===== config.mk =====
export PLATFORM = sky130hd
export DESIGN_NAME = memerr_capture_regs
export DESIGN_NICKNAME = d
export VERILOG_FILES = /design/src/rtl/memerr_pkg.sv /design/src/rtl/memerr_flag_slot.sv /design/src/rtl/memerr_page_hold.sv /design/src/rtl/memerr_read_mux.sv /design/src/rtl/memerr_capture_regs.sv
export SDC_FILE = /design/constraint.sdc
export NUM_CORES = 1
export LEC_CHECK = 0
export ABC_AREA = 1
export BUFFER_PORTS_ARGS = -buffer_cell sky130_fd_sc_hd__clkbuf_2
export CORE_UTILIZATION = 45
export CTS_CLUSTER_SIZE = 12
export DETAILED_ROUTE_END_ITERATION = 10
export PLACE_DENSITY = 0.85
export SETUP_SLACK_MARGIN = 0.4
export SYNTH_ARGS = -nofsm -noshare
export SYNTH_HDL_FRONTEND = slang
export SYNTH_SLANG_ARGS = --single-unit

===== constraint.sdc =====
create_clock -name clk -period 1.5 [get_ports clk]
set_clock_uncertainty 0.15 [all_clocks]
set_input_delay 0.075 -clock clk [delete_from_list [all_inputs] [get_ports clk]]
set_output_delay 0.075 -clock clk [all_outputs]
set_load 0.005 [all_outputs]

===== src/rtl/memerr_pkg.sv =====
package memerr_pkg;
  // Byte offsets of the register file
  localparam logic [7:0] OFS_EADDR = 8'h00;  // 4 bytes, LSB first
  localparam logic [7:0] OFS_STAT  = 8'h04;  // 2 bytes
  localparam logic [7:0] OFS_CMD   = 8'h06;  // 1 byte

  // Bit positions decoded by software
  localparam int EA_SBE_BIT   = 0;
  localparam int EA_MBE_BIT   = 1;
  localparam int ST_SBE_BIT   = 0;
  localparam int ST_MBE_BIT   = 4;
  localparam int CMD_SBE_BIT  = 0;
  localparam int CMD_MBE_BIT  = 1;

  localparam int NKIND = 2;
  typedef enum int {KIND_SBE = 0, KIND_MBE = 1} err_kind_e;
endpackage


===== src/rtl/memerr_flag_slot.sv =====
module memerr_flag_slot #(
  parameter int ROW_W = 3
) (
  input  logic             clk,
  input  logic             rst_n,
  input  logic             evt_i,
  input  logic             clr_i,
  input  logic [ROW_W-1:0] row_i,
  output logic             flag_o,
  output logic [ROW_W-1:0] row_o,
  output logic             armed_o,
  output logic             take_o
);
  logic             flag_q;
  logic [ROW_W-1:0] row_q;

  // A clear in this cycle re-arms capture; a new event beats the clear.
  assign armed_o = ~flag_q | clr_i;
  assign take_o  = evt_i & armed_o;

  always_ff @(posedge clk or negedge rst_n) begin
    if (!rst_n) begin
      flag_q <= 1'b0;
      row_q  <= '0;
    end else begin
      if (take_o)     flag_q <= 1'b1;
      else if (clr_i) flag_q <= 1'b0;
      if (take_o)     row_q  <= row_i;
    end
  end

  assign flag_o = flag_q;
  assign row_o  = row_q;

  assert_event_sets_R2: assert property (@(posedge clk) disable iff (!rst_n)
    evt_i |=> flag_q);
  assert_clear_drops_R7: assert property (@(posedge clk) disable iff (!rst_n)
    clr_i && !evt_i |=> !flag_q);
  assert_first_row_held_R4: assert property (@(posedge clk) disable iff (!rst_n)
    flag_q && !clr_i |=> row_q == $past(row_q));
  assert_race_recaptures_R8: assert property (@(posedge clk) disable iff (!rst_n)
    clr_i && evt_i |=> flag_q && row_q == $past(row_i));
endmodule


===== src/rtl/memerr_page_hold.sv =====
module memerr_page_hold #(
  parameter int ERR_AW   = 32,
  parameter int PAGE_LSB = 12,
  localparam int PAGE_W  = ERR_AW - PAGE_LSB
) (
  input  logic              clk,
  input  logic              rst_n,
  input  logic              take_mbe_i,
  input  logic              take_sbe_i,
  input  logic [ERR_AW-1:0] mbe_addr_i,
  input  logic [ERR_AW-1:0] sbe_addr_i,
  output logic [PAGE_W-1:0] page_o
);
  logic [PAGE_W-1:0] page_q;

  always_ff @(posedge clk or negedge rst_n) begin
    if (!rst_n)          page_q <= '0;
    else if (take_mbe_i) page_q <= mbe_addr_i[ERR_AW-1:PAGE_LSB];
    else if (take_sbe_i) page_q <= sbe_addr_i[ERR_AW-1:PAGE_LSB];
  end

  assign page_o = page_q;

  assert_mbe_page_wins_R5: assert property (@(posedge clk) disable iff (!rst_n)
    take_mbe_i |=> page_q == $past(mbe_addr_i[ERR_AW-1:PAGE_LSB]));
  assert_idle_page_stable_R4: assert property (@(posedge clk) disable iff (!rst_n)
    !take_mbe_i && !take_sbe_i |=> $stable(page_q));
endmodule


===== src/rtl/memerr_read_mux.sv =====
module memerr_read_mux #(
  parameter int ERR_AW   = 32,
  parameter int PAGE_LSB = 12,
  parameter int ROW_W    = 3,
  parameter int REG_AW   = 8,
  localparam int PAGE_W  = ERR_AW - PAGE_LSB,
  localparam int EA_BYTES = ERR_AW / 8
) (
  input  logic [REG_AW-1:0] rd_addr_i,
  input  logic [PAGE_W-1:0] page_i,
  input  logic              sbe_flag_i,
  input  logic              mbe_flag_i,
  input  logic [ROW_W-1:0]  sbe_row_i,
  input  logic [ROW_W-1:0]  mbe_row_i,
  input  logic [1:0]        cmd_i,
  output logic [7:0]        rdata_o
);
  import memerr_pkg::*;

  logic [ERR_AW-1:0] eaddr_w;
  logic [15:0]       stat_w;

  always_comb begin
    eaddr_w = '0;
    eaddr_w[ERR_AW-1:PAGE_LSB] = page_i;
    eaddr_w[EA_SBE_BIT] = sbe_flag_i;
    eaddr_w[EA_MBE_BIT] = mbe_flag_i;
    stat_w = '0;
    stat_w[ST_SBE_BIT]                 = sbe_flag_i;
    stat_w[ST_SBE_BIT+1 +: ROW_W]      = sbe_row_i;
    stat_w[ST_MBE_BIT]                 = mbe_flag_i;
    stat_w[ST_MBE_BIT+1 +: ROW_W]      = mbe_row_i;
  end

  always_comb begin
    rdata_o = 8'h00;
    for (int b = 0; b < EA_BYTES; b++) begin
      if (rd_addr_i == REG_AW'(OFS_EADDR) + REG_AW'(b))
        rdata_o = eaddr_w[8*b +: 8];
    end
    if (rd_addr_i == REG_AW'(OFS_STAT))           rdata_o = stat_w[7:0];
    if (rd_addr_i == REG_AW'(OFS_STAT) + 1'b1)    rdata_o = stat_w[15:8];
    if (rd_addr_i == REG_AW'(OFS_CMD))            rdata_o = {6'b0, cmd_i};
  end
endmodule


===== src/rtl/memerr_capture_regs.sv =====
module memerr_capture_regs #(
  parameter int ERR_AW   = 32,
  parameter int PAGE_LSB = 12,
  parameter int ROW_W    = 3,
  parameter int REG_AW   = 8
) (
  input  logic              clk,
  input  logic              rst_n,
  input  logic              sbe_strobe_i,
  input  logic [ERR_AW-1:0] sbe_addr_i,
  input  logic [ROW_W-1:0]  sbe_row_i,
  input  logic              mbe_strobe_i,
  input  logic [ERR_AW-1:0] mbe_addr_i,
  input  logic [ROW_W-1:0]  mbe_row_i,
  input  logic [REG_AW-1:0] reg_addr_i,
  input  logic              reg_wr_i,
  input  logic [7:0]        reg_wdata_i,
  output logic [7:0]        reg_rdata_o,
  output logic              serr_o
);
  import memerr_pkg::*;

  localparam int PAGE_W = ERR_AW - PAGE_LSB;

  logic [NKIND-1:0]            evt, clr, flag, armed, take;
  logic [NKIND-1:0][ROW_W-1:0] row_in, row_q;
  logic [1:0]                  cmd_q;
  logic [PAGE_W-1:0]           page;
  logic                        wr_ea, wr_st, wr_cmd;

  assign wr_ea  = reg_wr_i && reg_addr_i == REG_AW'(OFS_EADDR);
  assign wr_st  = reg_wr_i && reg_addr_i == REG_AW'(OFS_STAT);
  assign wr_cmd = reg_wr_i && reg_addr_i == REG_AW'(OFS_CMD);

  assign evt[KIND_SBE]    = sbe_strobe_i;
  assign evt[KIND_MBE]    = mbe_strobe_i;
  assign row_in[KIND_SBE] = sbe_row_i;
  assign row_in[KIND_MBE] = mbe_row_i;
  assign clr[KIND_SBE] = (wr_ea & reg_wdata_i[EA_SBE_BIT]) | (wr_st & reg_wdata_i[ST_SBE_BIT]);
  assign clr[KIND_MBE] = (wr_ea & reg_wdata_i[EA_MBE_BIT]) | (wr_st & reg_wdata_i[ST_MBE_BIT]);

  for (genvar k = 0; k < NKIND; k++) begin : g_slot
    memerr_flag_slot #(.ROW_W(ROW_W)) u_slot (
      .clk(clk), .rst_n(rst_n), .evt_i(evt[k]), .clr_i(clr[k]),
      .row_i(row_in[k]), .flag_o(flag[k]), .row_o(row_q[k]),
      .armed_o(armed[k]), .take_o(take[k])
    );
  end

  // A single-bit page only lands if no multi-bit page is held or arriving.
  memerr_page_hold #(.ERR_AW(ERR_AW), .PAGE_LSB(PAGE_LSB)) u_page (
    .clk(clk), .rst_n(rst_n),
    .take_mbe_i(take[KIND_MBE]),
    .take_sbe_i(take[KIND_SBE] & armed[KIND_MBE] & ~evt[KIND_MBE]),
    .mbe_addr_i(mbe_addr_i), .sbe_addr_i(sbe_addr_i), .page_o(page)
  );

  always_ff @(posedge clk or negedge rst_n) begin
    if (!rst_n)      cmd_q <= 2'b00;
    else if (wr_cmd) cmd_q <= {reg_wdata_i[CMD_MBE_BIT], reg_wdata_i[CMD_SBE_BIT]};
  end

  assign serr_o = (flag[KIND_MBE] & cmd_q[1]) | (flag[KIND_SBE] & cmd_q[0]);

  memerr_read_mux #(.ERR_AW(ERR_AW), .PAGE_LSB(PAGE_LSB), .ROW_W(ROW_W), .REG_AW(REG_AW)) u_rd (
    .rd_addr_i(reg_addr_i), .page_i(page),
    .sbe_flag_i(flag[KIND_SBE]), .mbe_flag_i(flag[KIND_MBE]),
    .sbe_row_i(row_q[KIND_SBE]), .mbe_row_i(row_q[KIND_MBE]),
    .cmd_i(cmd_q), .rdata_o(reg_rdata_o)
  );

  assert_reset_clean_R1: assert property (@(posedge clk)
    !rst_n |=> flag == '0 && cmd_q == 2'b00 && !serr_o);
  assert_no_serr_disabled_R10: assert property (@(posedge clk) disable iff (!rst_n)
    cmd_q == 2'b00 |-> !serr_o);
  assert_sbe_keeps_mbe_page_R6: assert property (@(posedge clk) disable iff (!rst_n)
    flag[KIND_MBE] && !clr[KIND_MBE] && !mbe_strobe_i |=> $stable(page));
endmodule


==> metrics, run 1 <==
GP Congestion=0.837; Synth Area in Adders=0%; htree depth=2; Worst EP kind=top-level output; Core Rows=22; number of distinct library cells after synthesis=22; # clock sinks=30; cts bufs inserted=5; Post-Syn Instances=261; status=stopped before the end; Exit stage=global routing (5_1_grt); maximum clock insertion buffer count=2; largest net degree at the start of global routing=31; post-synthesis sequential area ratio=40.9%; I/O pin cnt=100; main combinational cell family by area after synthesis=simple AND/OR/NAND/NOR gates; Synth Area in Compound Gates=3.41%; synthesized cell area=1840 um2; Root Driver=clkbuf_8; die width=65.9 um; height of the die=65.9 um; worst_ep grt=reg_rdata_o[7]; DP HPWL=3610 um; Starting Density=48.4%; Place WS=-0.0600 ns; multiplexer share of the synthesized area=1.23%; port bufs=70; Post-Syn Nets=352; simple-gate share of the synthesized area=48.3%; Yosys reg bits=30; Run Error=[ERROR DPL-0038] Utilization greater than 100%, impossible to legalize; Post-Synth XOR/XNOR Area=0%; synth warn=0; mean post-synth cell area=7.04 um2
==> kinds of logic after synthesis <==
logic type,count (synthesis)
DFF,30
buffers and inverters,19
and+or+nand+nor,199
AOI/OAI and AO/OA,11
muxes,2
==> per-stage QoR <==
stage                     std cells  utilization [%]  area [um2]
after floorplan                 261                -        1910
after global placement          387             63.5        2410
after detailed placement        387             63.5        2410
after CTS                       459             89.1        3390
==> synth_stat cells <==
cell type    n  area (um2)
nor4_1       1        6.26
dfrtp_1     30         751
nand3_1     54         270
buf_2        4        20.0
nand2_2      2        12.5
buf_6        4        45.0
nand3_4      1        17.5
o21ai_0      4        20.0
nand2_1    122         458
buf_4        2        15.0
clkbuf_1     3        11.3
nand3_2      3        30.0
nand2_4      1        11.3
a31oi_1      3        18.8
inv_1        6        22.5
mux2_2       2        22.5
nor2_2       4        25.0
a22o_1       1        8.76
nor2_1       7        26.3
nand4_1      3        18.8
a21oi_1      3        15.0
nor2_4       1        11.3
==> what timing repair did <==
| action | CTS |
|---|---|
| gates resized for setup | 54 |
| endpoints found under the hold margin | 59 |
| endpoints found under the setup margin | 33 |
| pin swaps | 17 |
| gates cloned | 5 |
| buffers inserted | 9 |
| hold buffers | 50 |
==> inputs of run 2 (changes only) <==
--- a/config.mk
+++ b/config.mk
@@ -7,11 +7,9 @@
 export LEC_CHECK = 0
 export ABC_AREA = 1
 export BUFFER_PORTS_ARGS = -buffer_cell sky130_fd_sc_hd__clkbuf_2
-export CORE_UTILIZATION = 45
-export CTS_CLUSTER_SIZE = 12
+export CORE_UTILIZATION = 40
 export DETAILED_ROUTE_END_ITERATION = 10
-export PLACE_DENSITY = 0.85
-export SETUP_SLACK_MARGIN = 0.4
+export PLACE_DENSITY_LB_ADDON = 0.15
 export SYNTH_ARGS = -nofsm -noshare
 export SYNTH_HDL_FRONTEND = slang
 export SYNTH_SLANG_ARGS = --single-unit
==> run 2 against run 1 <==
  * The run now ends clean
  * Synthesized cell count did not move
  * Synthesized area is the same
==> metrics, run 2 <==
DRT iter0 DRCs=60; core area=4380 um2; Synth area leader=dfrtp_1; maximum clock insertion buffer count=2; Layout area overhead=61.4%; DR vias=2213; FF-to-FF setup slack=0.11 ns; post-synthesis sequential area ratio=40.9%; combinational cell fraction of total power=29.9%; hold path depth=3; DP Cell Count=390; DP HPWL=3720 um; CTS clk-pin slew, worst paths=0.06 ns; mean post-synth cell area=7.04 um2; Final Power=2.88 mW; antenna violations before repair=0; EDFF count, synth=0; Root Driver=clkbuf_8; fin cells=448; fraction of registers with async set/reset=100%; final setup violation count=0; Core Rows=24; P_sw=949 uW; register share of total power=49.0%; P_int=1.93 mW; share of the synthesized area in the top cell type=40.9%; Hold Crit Start=reg_wr_i; die area=4870 um2; Synth area leaders=dfrtp_1, nand2_1, nand3_1; Slew Limit Fails=0; relative slew slack=74.2%; R2R cell count=6; CTS tree=done; Place WS=-0.101 ns; GP Congestion=0.817; # clock sinks=30; unrepaired setup endpoints after global routing=yes; most frequent cells in the layout=nand2_1, clkbuf_2, nand3_1, dlygate4sd3_1, dfrtp_1; routed len/inst=13.0 um; cts bufs inserted=5; fillers=385; Diodes inserted=0; Slew @ Worst Pin=0.387 ns; status=finished clean; total wire length=5840 um; port bufs=70; number of routed nets with antenna violations=0; height of the die=69.8 um; dpl cell area=2350 um2; die width=69.8 um; I/O pin cnt=100; Yosys reg bits=30; share of cells above drive strength 1=29.3%; top post-synthesis cells by count=nand2_1, nand3_1, dfrtp_1, nor2_1, inv_1; Worst Hold Class=input port to flip-flop; fin worst setup slack=0.0749 ns; Max FO, Critical Path=4; Pwr Density=972 nW/um2; maxcap violations=0; overflow left after global routing=0; Endpoint, Worst Hold=cmd_q[1]; GRT Total Usage=25.5%; Final Hold Vio Count=0; Starting Density=41.9%; Post-Syn Instances=261; Clk Latency, worst-skew pair=0.28 ns; static leakage=1.60 nW; flip-flop count of the largest register after layout=20; nets@finish=487; number of distinct library cells after synthesis=22; Via density=4.94; first-pass GRT wire length=9800 um; Max IR drop VDD=571 uV; vias in the first global route=2165; top-count cell post-synth=nand2_1; reg2reg end=u_page.page_o[9]; maximum clock frequency=702 MHz; Final Cycle Share=95.0%; Post-Syn Nets=352; design area=2970 um2; crit path kind=input port to primary output; htree depth=2; drt pass-1 iters=4; crit path time final=1.43 ns; commonest non-fill, non-tap cell in the layout=nand2_1; synth warn=0; Req. time, crit path=1.27 ns; start of the worst register-to-register path=g_slot[1].u_slot.flag_o; Synth Flop Type=dfrtp_1; largest net degree at the start of global routing=31; # DRC=0; Clock Power Share=21.1%; CP endpoint kind=primary output; synthesized cell area=1840 um2; switching part of the total=32.9%; type of origin of the critical path=input port; Arrival @ worst endpoint=1.20 ns
-- run 2: cell counts after synthesis --
No cell type changed its count.
-- run 2: logic make-up after synthesis --
group | synth area share (%)
AOI/OAI and AO/OA | 3.41
and+or+nand+nor | 48.3
DFF | 40.9
buffers and inverters | 6.20
muxes | 1.23
-- run 2: worst max path at each step --
stage / startpoint / endpoint / slack [ns] / cells past startpoint
6_report: reg_addr_i[2] / reg_rdata_o[7] / 0.07 / 9
2_1_floorplan: reg_addr_i[5] / u_page.page_o[0] / 0.10 / 11
5_1_grt: reg_addr_i[2] / reg_rdata_o[4] / -0.02 / 9
4_1_cts: reg_addr_i[2] / reg_rdata_o[7] / 0.006 / 9
3_3_place_gp: reg_addr_i[5] / u_page.page_o[2] / -0.06 / 12
3_5_place_dp: reg_addr_i[7] / u_page.page_o[18] / -0.10 / 12
-- run 2: critical path, cell delays in order --
cell      delay, ns
clkbuf_2       0.09
nor2_2         0.12
buf_4          0.13
inv_1          0.04
nor4_2         0.20
buf_4          0.16
nand2_1        0.08
a31oi_1        0.16
buf_2          0.14
-- run 2: layout make-up --
| cell class | count | area, um2 | area share (%) |
|---|---|---|---|
| Tap cell | 52 | 65.1 | 2.19 |
| Multi-Input combinational cell | 212 | 1000 | 33.8 |
| Sequential cell | 30 | 751 | 25.3 |
| Timing Repair Buffer | 141 | 1050 | 35.4 |
| Clock buffer | 7 | 76.3 | 2.57 |
| Inverter | 6 | 22.5 | 0.759 |
-- run 2: power by group through the flow --
stage               Clock [mW]  Sequential (mW)  Combinational, mW
detailed placement           0             1.42              0.755
CTS                      0.621             1.41              0.860
finish                   0.608             1.41              0.862
global route             0.660             1.45              0.994
floorplan                    0             1.33              0.523
global placement             0             1.42              0.737
-- run 2: metrics by stage --
stage               setup TNS (ns)  utilization, %  hold WS, ns
detailed placement           -1.81            53.6      -0.0356
CTS                              0            66.8       0.0587
finish                           0            67.6       0.0634
global route               -0.0718            67.6       0.0971
floorplan                        0               -       -0.371
global placement            -0.903            53.6      -0.0351
-- run 2: layer usage --
layer / global-route usage, % / vias to the layer above / wire (um)
met2: 42.7 / 78 / 2850
li1: - / 1121 / -
met5: 0 / - / 0
met1: 32.2 / 1003 / 2580
met3: 5.23 / 11 / 281
met4: 10.0 / 0 / 131
-- run 2: repair_timing --
action | in CTS | in global routing
endpoints found under the setup margin | 4 | 7
pin swaps | 3 | 1
hold buffers | 50 | 0
buffers inserted | 0 | 2
gates resized for setup | 4 | 7
endpoints found under the hold margin | 58 | 0
Power figures use the tool's default switching activity.
